[config.mk]
export PLATFORM = sky130hd
export DESIGN_NAME = seg_xlate
export DESIGN_NICKNAME = d
export VERILOG_FILES = /design/src/rtl/seg_xlate_pkg.sv /design/src/rtl/seg_cfg_regs.sv /design/src/rtl/seg_bound_chk.sv /design/src/rtl/seg_fetch_fsm.sv /design/src/rtl/seg_xlate.sv
export SDC_FILE = /design/constraint.sdc
export NUM_CORES = 1
export LEC_CHECK = 0
export BUFFER_PORTS_ARGS = -buffer_cell sky130_fd_sc_hd__buf_2
export CORE_MARGIN = 2
export CORE_UTILIZATION = 52
export DETAILED_ROUTE_END_ITERATION = 10
export HOLD_SLACK_MARGIN = 0.12
export MAX_ROUTING_LAYER = met4
export PLACE_DENSITY = 0.83
export SYNTH_ARGS = -nofsm -noshare
export SYNTH_HDL_FRONTEND = slang
export SYNTH_SLANG_ARGS = --single-unit
[constraint.sdc]
create_clock -name clk_i -period 2.71 [get_ports clk_i]
set_clock_uncertainty 0.2 [all_clocks]
set_input_delay 0.542 -clock clk_i [delete_from_list [all_inputs] [get_ports clk_i]]
set_output_delay 0.542 -clock clk_i [all_outputs]
set_load 0.02 [all_outputs]
[src/rtl/seg_xlate_pkg.sv]
package seg_xlate_pkg;
  typedef enum logic [1:0] {
    ST_IDLE    = 2'd0,
    ST_RD_BASE = 2'd1,
    ST_RD_LIM  = 2'd2
  } xl_state_e;

  localparam logic CFG_SEL_BASE = 1'b0;
  localparam logic CFG_SEL_LEN  = 1'b1;
  localparam int unsigned ENT_WORDS = 2;
endpackage

[src/rtl/seg_cfg_regs.sv]
module seg_cfg_regs #(
  parameter int unsigned AW = 32
) (
  input  logic          clk_i,
  input  logic          rst_ni,
  input  logic          we_i,
  input  logic          sel_i,
  input  logic [AW-1:0] wdata_i,
  output logic [AW-1:0] tbase_o,
  output logic [AW-1:0] tlen_o
);
  import seg_xlate_pkg::*;

  always_ff @(posedge clk_i or negedge rst_ni) begin
    if (!rst_ni) begin
      tbase_o <= '0;
      tlen_o  <= '0;
    end else if (we_i) begin
      if (sel_i == CFG_SEL_BASE) tbase_o <= wdata_i;
      else                       tlen_o  <= wdata_i;
    end
  end
endmodule

[src/rtl/seg_bound_chk.sv]
module seg_bound_chk #(
  parameter int unsigned AW    = 32,
  parameter int unsigned OFF_W = 16
) (
  input  logic [AW-1:0]    seg_base_i,
  input  logic [AW-1:0]    seg_lim_i,
  input  logic [OFF_W-1:0] off_i,
  output logic             fault_o,
  output logic [AW-1:0]    paddr_o
);
  logic [AW-1:0] off_ext;

  assign off_ext = {{(AW-OFF_W){1'b0}}, off_i};
  assign fault_o = !(off_ext < seg_lim_i);
  assign paddr_o = seg_base_i + off_ext;
endmodule

[src/rtl/seg_fetch_fsm.sv]
module seg_fetch_fsm #(
  parameter int unsigned AW    = 32,
  parameter int unsigned SEG_W = 8,
  parameter int unsigned OFF_W = 16
) (
  input  logic             clk_i,
  input  logic             rst_ni,
  input  logic             req_valid_i,
  output logic             req_ready_o,
  input  logic [SEG_W-1:0] req_seg_i,
  input  logic [OFF_W-1:0] req_off_i,
  input  logic [AW-1:0]    tbase_i,
  input  logic [AW-1:0]    tlen_i,
  output logic             mem_req_o,
  output logic [AW-1:0]    mem_addr_o,
  input  logic             mem_rvalid_i,
  input  logic [AW-1:0]    mem_rdata_i,
  output logic [AW-1:0]    ent_base_o,
  output logic [OFF_W-1:0] ent_off_o,
  input  logic             chk_fault_i,
  input  logic [AW-1:0]    chk_paddr_i,
  output logic             done_o,
  output logic             trap_o,
  output logic [AW-1:0]    paddr_o
);
  import seg_xlate_pkg::*;

  localparam int unsigned ENT_SHIFT = $clog2(ENT_WORDS);

  xl_state_e        state_q;
  logic [AW-1:0]    addr_q, base_q, seg_ext;
  logic [OFF_W-1:0] off_q;
  logic             done_q, trap_q, accept, seg_ok;
  logic [AW-1:0]    paddr_q;

  assign seg_ext     = {{(AW-SEG_W){1'b0}}, req_seg_i};
  assign seg_ok      = seg_ext < tlen_i;
  assign req_ready_o = (state_q == ST_IDLE);
  assign accept      = req_valid_i && req_ready_o;
  assign mem_req_o   = (state_q != ST_IDLE);
  assign mem_addr_o  = addr_q;
  assign ent_base_o  = base_q;
  assign ent_off_o   = off_q;
  assign done_o      = done_q;
  assign trap_o      = trap_q;
  assign paddr_o     = paddr_q;

  always_ff @(posedge clk_i or negedge rst_ni) begin
    if (!rst_ni) begin
      state_q <= ST_IDLE;
      addr_q  <= '0;
      base_q  <= '0;
      off_q   <= '0;
      done_q  <= 1'b0;
      trap_q  <= 1'b0;
      paddr_q <= '0;
    end else begin
      done_q <= 1'b0;
      unique case (state_q)
        ST_IDLE: if (accept) begin
          if (seg_ok) begin
            state_q <= ST_RD_BASE;
            addr_q  <= tbase_i + (seg_ext << ENT_SHIFT);
            off_q   <= req_off_i;
          end else begin
            done_q  <= 1'b1;
            trap_q  <= 1'b1;
            paddr_q <= '0;
          end
        end
        ST_RD_BASE: if (mem_rvalid_i) begin
          base_q  <= mem_rdata_i;
          addr_q  <= addr_q + 1'b1;
          state_q <= ST_RD_LIM;
        end
        ST_RD_LIM: if (mem_rvalid_i) begin
          done_q  <= 1'b1;
          trap_q  <= chk_fault_i;
          paddr_q <= chk_fault_i ? '0 : chk_paddr_i;
          state_q <= ST_IDLE;
        end
        default: state_q <= ST_IDLE;
      endcase
    end
  end

  assert_seg_trap_R3: assert property (@(posedge clk_i) disable iff (!rst_ni)
    (req_valid_i && req_ready_o && !({{(AW-SEG_W){1'b0}}, req_seg_i} < tlen_i))
      |=> (done_o && trap_o && !mem_req_o));

  assert_trap_noaddr_R4: assert property (@(posedge clk_i) disable iff (!rst_ni)
    (done_o && trap_o) |-> (paddr_o == '0));

  assert_req_hold_R7: assert property (@(posedge clk_i) disable iff (!rst_ni)
    (mem_req_o && !mem_rvalid_i) |=> (mem_req_o && $stable(mem_addr_o)));

  assert_busy_R8: assert property (@(posedge clk_i) disable iff (!rst_ni)
    mem_req_o |-> !req_ready_o);

  assert_done_time_R9: assert property (@(posedge clk_i) disable iff (!rst_ni)
    (state_q == ST_RD_LIM && mem_rvalid_i) |=> (done_o && req_ready_o));
endmodule

[src/rtl/seg_xlate.sv]
module seg_xlate #(
  parameter int unsigned AW    = 32,
  parameter int unsigned SEG_W = 8,
  parameter int unsigned OFF_W = 16
) (
  input  logic             clk_i,
  input  logic             rst_ni,
  input  logic             cfg_we_i,
  input  logic             cfg_sel_i,
  input  logic [AW-1:0]    cfg_wdata_i,
  input  logic             req_valid_i,
  output logic             req_ready_o,
  input  logic [SEG_W-1:0] req_seg_i,
  input  logic [OFF_W-1:0] req_off_i,
  output logic             mem_req_o,
  output logic [AW-1:0]    mem_addr_o,
  input  logic             mem_rvalid_i,
  input  logic [AW-1:0]    mem_rdata_i,
  output logic             done_o,
  output logic             trap_o,
  output logic [AW-1:0]    paddr_o
);
  logic [AW-1:0]    tbase, tlen, ent_base, chk_paddr;
  logic [OFF_W-1:0] ent_off;
  logic             chk_fault;

  seg_cfg_regs #(.AW(AW)) i_cfg (
    .clk_i   (clk_i),
    .rst_ni  (rst_ni),
    .we_i    (cfg_we_i),
    .sel_i   (cfg_sel_i),
    .wdata_i (cfg_wdata_i),
    .tbase_o (tbase),
    .tlen_o  (tlen)
  );

  // length word is checked straight off the read bus
  seg_bound_chk #(.AW(AW), .OFF_W(OFF_W)) i_chk (
    .seg_base_i (ent_base),
    .seg_lim_i  (mem_rdata_i),
    .off_i      (ent_off),
    .fault_o    (chk_fault),
    .paddr_o    (chk_paddr)
  );

  seg_fetch_fsm #(.AW(AW), .SEG_W(SEG_W), .OFF_W(OFF_W)) i_fsm (
    .clk_i        (clk_i),
    .rst_ni       (rst_ni),
    .req_valid_i  (req_valid_i),
    .req_ready_o  (req_ready_o),
    .req_seg_i    (req_seg_i),
    .req_off_i    (req_off_i),
    .tbase_i      (tbase),
    .tlen_i       (tlen),
    .mem_req_o    (mem_req_o),
    .mem_addr_o   (mem_addr_o),
    .mem_rvalid_i (mem_rvalid_i),
    .mem_rdata_i  (mem_rdata_i),
    .ent_base_o   (ent_base),
    .ent_off_o    (ent_off),
    .chk_fault_i  (chk_fault),
    .chk_paddr_i  (chk_paddr),
    .done_o       (done_o),
    .trap_o       (trap_o),
    .paddr_o      (paddr_o)
  );
endmodule

==> run_results.csv <==
group,metric,value,unit
critical_path,cp-end-kind,"flop",
layout,layout_commonest_cell,"dfrtp_1",
synthesis,synth-edff-count,0,
grt,grt_max_degree,55,
detailed_routing,routed-via-count,9134,
sta,fmax,364,MHz
grt,grt_first_pass_wirelength,44000,µm
critical_path,crit_fanout,3,
synthesis,seq_area_frac_synth,44.8,%
detailed_routing,drc_errors,0,
placed_design,portBuffers,161,
run,max-cap-violations,0,
synthesis,synthCells,1046,
critical_path,r2r_cells,9,
min_path,hp-class,"in2reg",
cts,clk_latency,440,ps
cts,cts.sinks,180,
min_path,min_from,"req_off_i[10]",
critical_path,r2r_slack,-40,ps
outcome,status,"finished, violations left",
power_and_ir_drop,cellPowerDensity,1130,nW/µm²
die,fp-row-count,50,
cts,htreeDepth,4,
die,die_width,143,µm
grt,grt-ovfl-total,0,
critical_path,worst_ep_required_time,2830,ps
cts,cts-root-buf,"clkbuf_16",
synthesis,ys_types,73,
detailed_routing,viasPerCell,5.89,
cts,cts_inserted_buffers,17,
critical_path,critical_path.cell_chain,"ha_1 -> a211oi_2 -> o21ai_2 -> a221oi_2 -> buf_4 -> a21boi_1 -> o21a_1 -> or3_1 -> a32o_1",
placed_design,placed_area,11700,µm²
power_and_ir_drop,p_leak,5.74,nW
layout,antenna-diode-count,0,
outcome,violations,"negative setup slack",
detailed_routing,wl_per_cell,18.3,µm
critical_path,slowest_delay,400,ps
critical_path,arrival,2870,ps
sta,final-max-slew-violation-count,0,
layout,fin_nets,1422,
placed_design,gp_congestion,0.902,
layout,multi_input_area,5440,µm²
min_path,worstHoldPathCells,3,
layout,fill_cells,1374,
critical_path,r2r-end,"i_fsm.paddr_o[16]",
sta,finalSetupViolations,1,
detailed_routing,ant_nets,0,
critical_path,reg2reg_from,"i_fsm.ent_base_o[7]",
cts,cts_tree,"done",
synthesis,avgSynthCellArea,9.61,µm²
die,initial_core_util,53.4,%
synthesis,syn_nets,1189,
die,dieArea,20500,µm²
grt,grt_pass1_vias,8823,
critical_path,cp_slowest_cell,"dfrtp_1",
synthesis,ys_warn_count,0,
synthesis,syn_area,10000,µm²
synthesis,synth_top_flop_cell,"dfrtp_1",
grt,grt_usage,28.0,%
layout,layout-drive-gt1-share,31.3,%
detailed_routing,drtPass1Iterations,5,
synthesis,async_flop_share,100,%
detailed_routing,wl,28400,µm
critical_path,crit_type,"reg2reg",
sta,whs,127,ps
sta,hold_viol,0,
sta,slew_headroom,59.6,%
placed_design,dp_hpwl,19800,µm
synthesis,synth_seq_cells,180,
layout,mostFrequentLayoutCells,"dfrtp_1, buf_2, nand2_1, mux2_2, buf_4",
die,die_h,143,µm
die,ios,162,
power_and_ir_drop,power,0.0142,W
layout,syn_to_final_growth,25.5,%
min_path,min_to,"i_fsm.ent_off_o[10]",
layout,seqCellArea,4500,µm²
critical_path,cp-start-kind,"flop",
cts,clkTransAtPathRegs,70,ps
critical_path,startpoint,"i_fsm.ent_base_o[7]",
detailed_routing,drtIter0Drc,860,
sta,tightest_slew,600,ps
grt,antenna_found_initial,0,
sta,rsz0062_at_grt,"yes",
sta,min_period,2750,ps
power_and_ir_drop,ir_worst_vdd,0.000597,V
sta,tns,-37.1,ps
die,coreArea,18800,µm²
sta,setup_slack,-37.1,ps
sta,timing.final.crit_share,101,%
layout,fin_area,12600,µm²
cts,clockBufferDepth,2,
layout make-up:
class / count / area share, %
sequential: 180 / 35.7
inverter: 40 / 1.19
clock inverter: 14 / 1.05
tap: 260 / 2.58
timing repair buffer: 254 / 13.0
multi-input combinational: 786 / 43.1
clock buffer: 17 / 3.37
Yosys cell counts, drive strengths merged, types with 7 or more instances:
cell type | count | area [µm²]
nor2 | 54 | 210
clkbuf | 27 | 103
a211oi | 14 | 110
nand3 | 45 | 225
o21a | 14 | 105
nand2 | 158 | 596
xnor2 | 21 | 184
a21o | 10 | 75.1
nand2b | 11 | 68.8
ha | 47 | 588
dfrtp | 180 | 4500
mux2 | 76 | 856
nor2b | 7 | 43.8
buf | 13 | 60.1
nor4 | 19 | 119
a21oi | 61 | 317
nand4 | 21 | 131
and3 | 12 | 75.1
and2 | 7 | 43.8
nor3 | 20 | 115
inv | 40 | 150
xor2 | 18 | 158
o21ai | 80 | 400
a221o | 8 | 80.1
metrics by stage:
step,util (%),worst slack [ps],cells
floorplan,-,17.4,1046
CTS,65.8,-8.51,1546
global placement,62.0,-103,1504
global route,67.0,-98.5,1551
detailed placement,62.0,-191,1504
finish,67.0,-37.1,1551
report_power, final:
part           internal, W  switching, W
clock              0.00122       0.00117
combinational      0.00305       0.00417
sequential         0.00367      0.000955
total              0.00793       0.00630
critical path: cells and delay by family, from the launching register on:
family	cells	cell delay, ps
compound gates	6	1200
buf+inv	1	180
fa+ha+maj	1	350
simple gates	1	300
flops	1	400
logic make-up after synthesis:
| logic type | Yosys count | share of synthesized area [%] |
|---|---|---|
| and+or+nand+nor | 371 | 17.4 |
| DFF | 180 | 44.8 |
| AOI/OAI and AO/OA | 249 | 16.3 |
| buffers and inverters | 80 | 3.11 |
| muxes | 78 | 8.72 |
| xor gates and xnor gates | 39 | 3.40 |
| adders and majority gates | 49 | 6.25 |
sequential cells by signal, summed over array words and instances (netlist names):
register          count
i_fsm.ent_off_o      16
i_cfg.tbase_o        32
i_cfg.tlen_o         32
i_fsm.trap_o          1
i_fsm.done_o          1
i_fsm.paddr_o        32
i_fsm.state_q         2
i_fsm.mem_addr_o     32
i_fsm.ent_base_o     32
what timing repair did:
action                                  4_1_cts  5_1_grt
buffers inserted                              1        4
endpoints found under the setup margin        6       21
gates resized for setup                       7       34
hold endpoints to repair                     58        0
hold buffers                                 10        0
pin swaps                                     3       11
gates cloned                                  0        1
how the worst max path moves through the flow:
| stage | end | depth (start not counted) | slack (ps) |
|---|---|---|---|
| final | i_fsm.paddr_o[16] | 9 | -40 |
| after CTS | i_fsm.paddr_o[28] | 10 | -9 |
| after global placement | i_fsm.paddr_o[21] | 10 | -100 |
| after detailed placement | i_fsm.mem_addr_o[15] | 12 | -190 |
| after global routing | i_fsm.mem_addr_o[23] | 11 | -100 |
| after floorplan | i_fsm.paddr_o[28] | 10 | 20 |
metal layers:
layer	global-route usage [%]	share of wire [%]	vias to the layer above
met5	-	0	-
met4	11.4	3.6	0
met3	6.04	7.5	77
met2	45.1	49	450
met1	34.5	40	4348
li1	-	-	4259
Note: power is estimated with default switching activity, not from simulation.
